[config.mk]
export PLATFORM = sky130hd
export DESIGN_NAME = swz_move_unit
export DESIGN_NICKNAME = d
export VERILOG_FILES = /design/src/rtl/swz_pkg.sv /design/src/rtl/swz_lane.sv /design/src/rtl/swz_out_reg.sv /design/src/rtl/swz_move_unit.sv
export SDC_FILE = /design/constraint.sdc
export NUM_CORES = 1
export LEC_CHECK = 0
export BUFFER_PORTS_ARGS = -buffer_cell sky130_fd_sc_hd__buf_2
export CORE_AREA = 3 3 159 161
export DETAILED_ROUTE_END_ITERATION = 7
export DIE_AREA = 0 0 162 164
export GPL_ROUTABILITY_DRIVEN = 1
export PLACE_DENSITY = 0.68
export RECOVER_POWER = 50
export SYNTH_ARGS = -nofsm -noshare
export SYNTH_HDL_FRONTEND = slang
export SYNTH_SLANG_ARGS = --single-unit
[constraint.sdc]
create_clock -name clk -period 3.13 [get_ports clk]
set_clock_uncertainty 0.2 [all_clocks]
set_input_delay 0.4695 -clock clk [delete_from_list [all_inputs] [get_ports clk]]
set_output_delay 0.4695 -clock clk [all_outputs]
set_load 0.01 [all_outputs]
[src/rtl/swz_pkg.sv]
package swz_pkg;
  localparam int SEL_W = 3;

  typedef enum logic [1:0] {
    SW_SRC  = 2'd0,
    SW_ZERO = 2'd1,
    SW_ONE  = 2'd2,
    SW_KEEP = 2'd3
  } swz_kind_e;

  function automatic swz_kind_e swz_classify(input logic [SEL_W-1:0] sel);
    case (sel)
      3'd0, 3'd1, 3'd2, 3'd3: swz_classify = SW_SRC;
      3'd4:                   swz_classify = SW_ZERO;
      3'd5:                   swz_classify = SW_ONE;
      default:                swz_classify = SW_KEEP;
    endcase
  endfunction
endpackage

[src/rtl/swz_lane.sv]
module swz_lane
  import swz_pkg::*;
#(
  parameter int LANE    = 0,
  parameter int LANES   = 4,
  parameter int EW      = 32,
  parameter logic [EW-1:0] ONE_VAL = 32'h3F800000,
  localparam int LIDX_W = (LANES > 1) ? $clog2(LANES) : 1
) (
  input  logic [LANES*EW-1:0] src_flat,
  input  logic [EW-1:0]       old_val,
  input  logic [SEL_W-1:0]    sel,
  input  logic [LIDX_W-1:0]   subvl_m1,
  output logic [EW-1:0]       val,
  output logic                we,
  output logic                illegal
);
  logic      active;
  logic      in_range;
  swz_kind_e kind;

  assign active   = (LIDX_W'(LANE) <= subvl_m1);
  assign in_range = (sel <= SEL_W'(subvl_m1));
  assign kind     = swz_classify(sel);

  always_comb begin
    val     = old_val;
    we      = 1'b0;
    illegal = 1'b0;
    if (active) begin
      case (kind)
        SW_SRC: begin
          we = 1'b1;
          if (in_range) begin
            val = src_flat[sel[LIDX_W-1:0]*EW +: EW];
          end else begin
            val     = '0;
            illegal = 1'b1;
          end
        end
        SW_ZERO: begin
          val = '0;
          we  = 1'b1;
        end
        SW_ONE: begin
          val = ONE_VAL;
          we  = 1'b1;
        end
        default: begin
          val = old_val;
          we  = 1'b0;
        end
      endcase
    end
  end
endmodule

[src/rtl/swz_out_reg.sv]
module swz_out_reg #(
  parameter int LANES = 4,
  parameter int EW    = 32
) (
  input  logic                clk,
  input  logic                rst,
  input  logic                load,
  input  logic                drain,
  input  logic [LANES*EW-1:0] d_lanes,
  input  logic [LANES-1:0]    d_we,
  input  logic                d_illegal,
  output logic                q_valid,
  output logic [LANES*EW-1:0] q_lanes,
  output logic [LANES-1:0]    q_we,
  output logic                q_illegal
);
  always_ff @(posedge clk) begin
    if (rst) begin
      q_valid   <= 1'b0;
      q_lanes   <= '0;
      q_we      <= '0;
      q_illegal <= 1'b0;
    end else if (load) begin
      q_valid   <= 1'b1;
      q_lanes   <= d_lanes;
      q_we      <= d_we;
      q_illegal <= d_illegal;
    end else if (drain) begin
      q_valid   <= 1'b0;
    end
  end
endmodule

[src/rtl/swz_move_unit.sv]
module swz_move_unit
  import swz_pkg::*;
#(
  parameter int LANES = 4,
  parameter int EW    = 32,
  parameter logic [EW-1:0] ONE_VAL = 32'h3F800000,
  localparam int LIDX_W = (LANES > 1) ? $clog2(LANES) : 1
) (
  input  logic                  clk,
  input  logic                  rst,
  input  logic                  in_valid,
  output logic                  in_ready,
  input  logic [LANES*EW-1:0]   src_lanes,
  input  logic [LANES*EW-1:0]   dst_old,
  input  logic [LIDX_W-1:0]     subvl_m1,
  input  logic [LANES*SEL_W-1:0] swz_imm,
  input  logic                  pred,
  output logic                  out_valid,
  input  logic                  out_ready,
  output logic [LANES*EW-1:0]   out_lanes,
  output logic [LANES-1:0]      out_we,
  output logic                  out_illegal
);
  logic [LANES*EW-1:0] nxt_lanes;
  logic [LANES-1:0]    nxt_we;
  logic [LANES-1:0]    lane_ill;
  logic                accept;

  assign in_ready = !out_valid || out_ready;
  assign accept   = in_valid && in_ready;

  for (genvar s = 0; s < LANES; s++) begin : g_lane
    logic [EW-1:0] l_val;
    logic          l_we;
    logic          l_ill;

    swz_lane #(
      .LANE(s), .LANES(LANES), .EW(EW), .ONE_VAL(ONE_VAL)
    ) u_lane (
      .src_flat (src_lanes),
      .old_val  (dst_old[s*EW +: EW]),
      .sel      (swz_imm[s*SEL_W +: SEL_W]),
      .subvl_m1 (subvl_m1),
      .val      (l_val),
      .we       (l_we),
      .illegal  (l_ill)
    );

    assign nxt_we[s]             = l_we && pred;
    assign nxt_lanes[s*EW +: EW] = nxt_we[s] ? l_val : dst_old[s*EW +: EW];
    assign lane_ill[s]           = l_ill;
  end

  swz_out_reg #(.LANES(LANES), .EW(EW)) u_oreg (
    .clk       (clk),
    .rst       (rst),
    .load      (accept),
    .drain     (out_ready),
    .d_lanes   (nxt_lanes),
    .d_we      (nxt_we),
    .d_illegal (|lane_ill),
    .q_valid   (out_valid),
    .q_lanes   (out_lanes),
    .q_we      (out_we),
    .q_illegal (out_illegal)
  );
endmodule

==> run_results.csv <==
group,metric,value,unit
power_and_ir_drop,power.density,454,mW/mm^2
power_and_ir_drop,fin_total_pwr,5540,uW
setup_path,timing.critical_path.from_type,"primary input",
min_path,holdCritPathClass,"in -> reg",
clock_network,clk_path_buf_depth,2,
global_routing,grt_pass1_vias,10100,
timing,final-max-slew-violation-count,0,
timing,worst_tran_pin_value,1.01,ns
die,floorplan.core_area,0.0241,sq mm
global_routing,grt_antenna_before_repair,6,
synthesis,post_synth_main_area_contributors,"mux4_2 (30%), dfxtp_1 (28%), a211oi_1 (5.8%)",
setup_path,critical_path.reg2reg.startpoint,"u_oreg.q_valid$_SDFFE_PP0P_",
synthesis,synth.top_cell.area_share,29.9,%
setup_path,worst-setup-path-type,"in -> reg",
timing,setup_tns,0,ns
timing,final-hold-violation-count,0,
timing,grt_setup_unrepaired,"false",
synthesis,number_of_synthesized_flops_with_an_enable_pin,0,
setup_path,timing.critical_path.fanout_max,25,
die,initial_utilization,39.7,%
setup_path,worstReg2RegEnd,"u_oreg.q_lanes[120]$_SDFFE_PP0P_",
clock_network,clk_transition_reported_paths,0.07,ns
timing,post-route-min-period,2.20,ns
routing,vias_per_cell,6.20,
final_layout,fill_cells,2406,
synthesis,postSynth.topFlopCell,"dfxtp_1",
clock_network,cts-hold-fix-buffers,0,
die,fp-row-count,57,
synthesis,ys_seq_elements,134,
synthesis,post_synth_most_frequent_cells,"dfxtp_1 (134), mux4_2 (127), a21oi_1 (100)",
final_layout,multi_input_comb_area,0.00623,sq mm
min_path,hold-path-endpoint,"u_oreg.q_lanes[56]$_SDFFE_PP0P_",
synthesis,synthesis.area_per_instance,10.2,sq um
power_and_ir_drop,vdd.ir_drop.worst,278,uV
power_and_ir_drop,leakagePower,0.00478,uW
placed_design,place_hpwl,29700,microns
routing,routed_wl,40500,microns
placed_design,finalWeightedCongestion,0.955,
clock_network,cts_sinks,134,
job,drv_cap,0,
setup_path,setup.worst_path.end_class,"register",
global_routing,grt_pass1_wl,59900,microns
final_layout,share_of_post_route_cells_with_drive_strength_above_1,36.7,%
synthesis,synth_area,0.00957,sq mm
setup_path,worst-endpoint-required,3.28,ns
min_path,startpoint_of_the_lowest_slack_hold_path,"dst_old[56]",
clock_network,cts_post_setup_buffers_inserted,0,
setup_path,worst_r2r_path_cells,4,
setup_path,worst-r2r-setup-slack,1.15,ns
routing,dr_total_vias,10200,
die,fp.dieH,164,microns
final_layout,area_growth_syn_to_layout,27.3,%
synthesis,ys.warnings.count,0,
die,top_level_ports,410,
routing,dr.first_iter.drc_count,1017,
synthesis,yosysSeqAreaShare,28.0,%
placed_design,port_buffers,409,
clock_network,clock_tree.htree_level_count,4,
final_layout,utilization,50.6,%
global_routing,pin_count_of_the_biggest_net_entering_global_routing,102,
final_layout,finalNetCount,1579,
global_routing,grt_use_total,29.6,%
final_layout,sequential_cell_area,0.00268,sq mm
setup_path,cp.arrival,2.35,ns
timing,final_min_period_over_clock_period,70.3,%
die,dieArea,0.0266,sq mm
clock_network,cts_resized,0,
synthesis,post_synthesis_instance_total,943,
synthesis,synth.lib_cells_used.distinct,44,
clock_network,skew_pair_late_insertion_delay,0.41,ns
global_routing,grt.overflow.total,0,
routing,number_of_remaining_drc_errors,0,
synthesis,asr_flop_ratio_synth,0,%
synthesis,synth.net_count,1226,
routing,routedWlPerCell,24.7,microns
clock_network,library_cell_used_as_clock_root_buffer,"clkbuf_16",
timing,setup_viol_count_final,0,
setup_path,cp-startpoint,"subvl_m1[1]",
routing,firstDrtPassIters,8,
synthesis,synth.largest_area_cell,"mux4_2",
die,dieWidth,162,microns
routing,antenna_violating_nets_post_route,0,
clock_network,number_of_cts_inserted_buffers,17,
min_path,hold_depth,3,
clock_network,cts_tree,"yes",
timing,worst_slew_margin_rel,32.4,%
synthesis,post-synth-top-count-cell,"dfxtp_1",
run_status,run_status,"finished, final reports clean",
timing,highest_clock_rate,454,MHz
critical path: stages:
cell	delay, ns
buf_2	0.14
inv_1	0.12
ha_1	0.34
and3b_1	0.19
a21o_1	0.74
nand3_1	0.18
a21oi_1	0.16
layout by cell type (no fill, tap or decap), drive strengths merged, types with 2 or more instances in the layout:
master    count
a211oi       74
a21o          4
a21oi       101
a22o         14
a22oi        26
a32oi        25
and2          2
and3         25
and3b         2
buf         310
bufinv        2
clkbuf      152
clkinv        7
clkinvlp      2
dfxtp       134
diode         7
ha            8
inv          24
mux4        128
nand2        13
nand2b       17
nand3        78
nand3b        3
nor2         91
nor2b         3
nor3         14
nor4         14
o211ai        3
o21a          3
o21ai         7
o31ai        16
cell families after synthesis:
family                     share of synthesized area [%]
AOI/OAI and AO/OA                                   19.6
and+or+nand+nor                                     13.9
DFF                                                 28.0
buffers and inverters                               7.33
muxes                                               30.2
adders and majority gates                           1.05
power by group:
part           total (uW)  leakage [uW]  internal, uW  switching [uW]
clock network        2090      0.000285          1210             881
logic                1530       0.00339           665             861
registers            1920       0.00111          1840            80.5
total                5540       0.00478          3710            1820
registers in the layout, indices dropped and copies added (netlist names):
signal and cells:
u_oreg.q_lanes 128, u_oreg.q_we 4, u_oreg.q_illegal 1, u_oreg.q_valid 1
cell type report:
class	count	area share, %
Sequential cell	134	22.0
Antenna cell	7	0.144
Timing Repair Buffer	443	18.0
Clock buffer	19	3.63
Clock inverter	13	1.17
Inverter	22	0.677
Tap cell	324	3.33
Multi-Input combinational cell	678	51.1
worst max-delay path by stage:
stage,slack [ns],end
floorplan,0.76,u_oreg.q_lanes[119]$_SDFFE_PP0P_
global placement,0.63,u_oreg.q_lanes[17]$_SDFFE_PP0P_
detailed placement,0.55,u_oreg.q_lanes[127]$_SDFFE_PP0P_
CTS,0.99,u_oreg.q_lanes[127]$_SDFFE_PP0P_
global route,0.78,u_oreg.q_lanes[106]$_SDFFE_PP0P_
finish,0.93,u_oreg.q_lanes[96]$_SDFFE_PP0P_
metrics by stage:
step | cells | instance area (sq um) | hold slack [ns] | setup WS, ns
2_1_floorplan | 943 | 9570 | 0.281 | 0.755
3_3_place_gp | 1601 | 11800 | 0.241 | 0.629
3_5_place_dp | 1601 | 11800 | 0.253 | 0.546
4_1_cts | 1633 | 12300 | 0.117 | 0.995
5_1_grt | 1639 | 12200 | 0.137 | 0.776
6_report | 1640 | 12200 | 0.133 | 0.929
per-layer routing:
layer	wire length (microns)	global-route usage (%)	up-vias
li1	-	-	4467
met1	15600	37.6	4961
met2	19700	48.6	636
met3	3670	6.31	109
met4	1630	13.3	0
met5	0	0	-
Note: power is estimated with default switching activity, not from simulation.
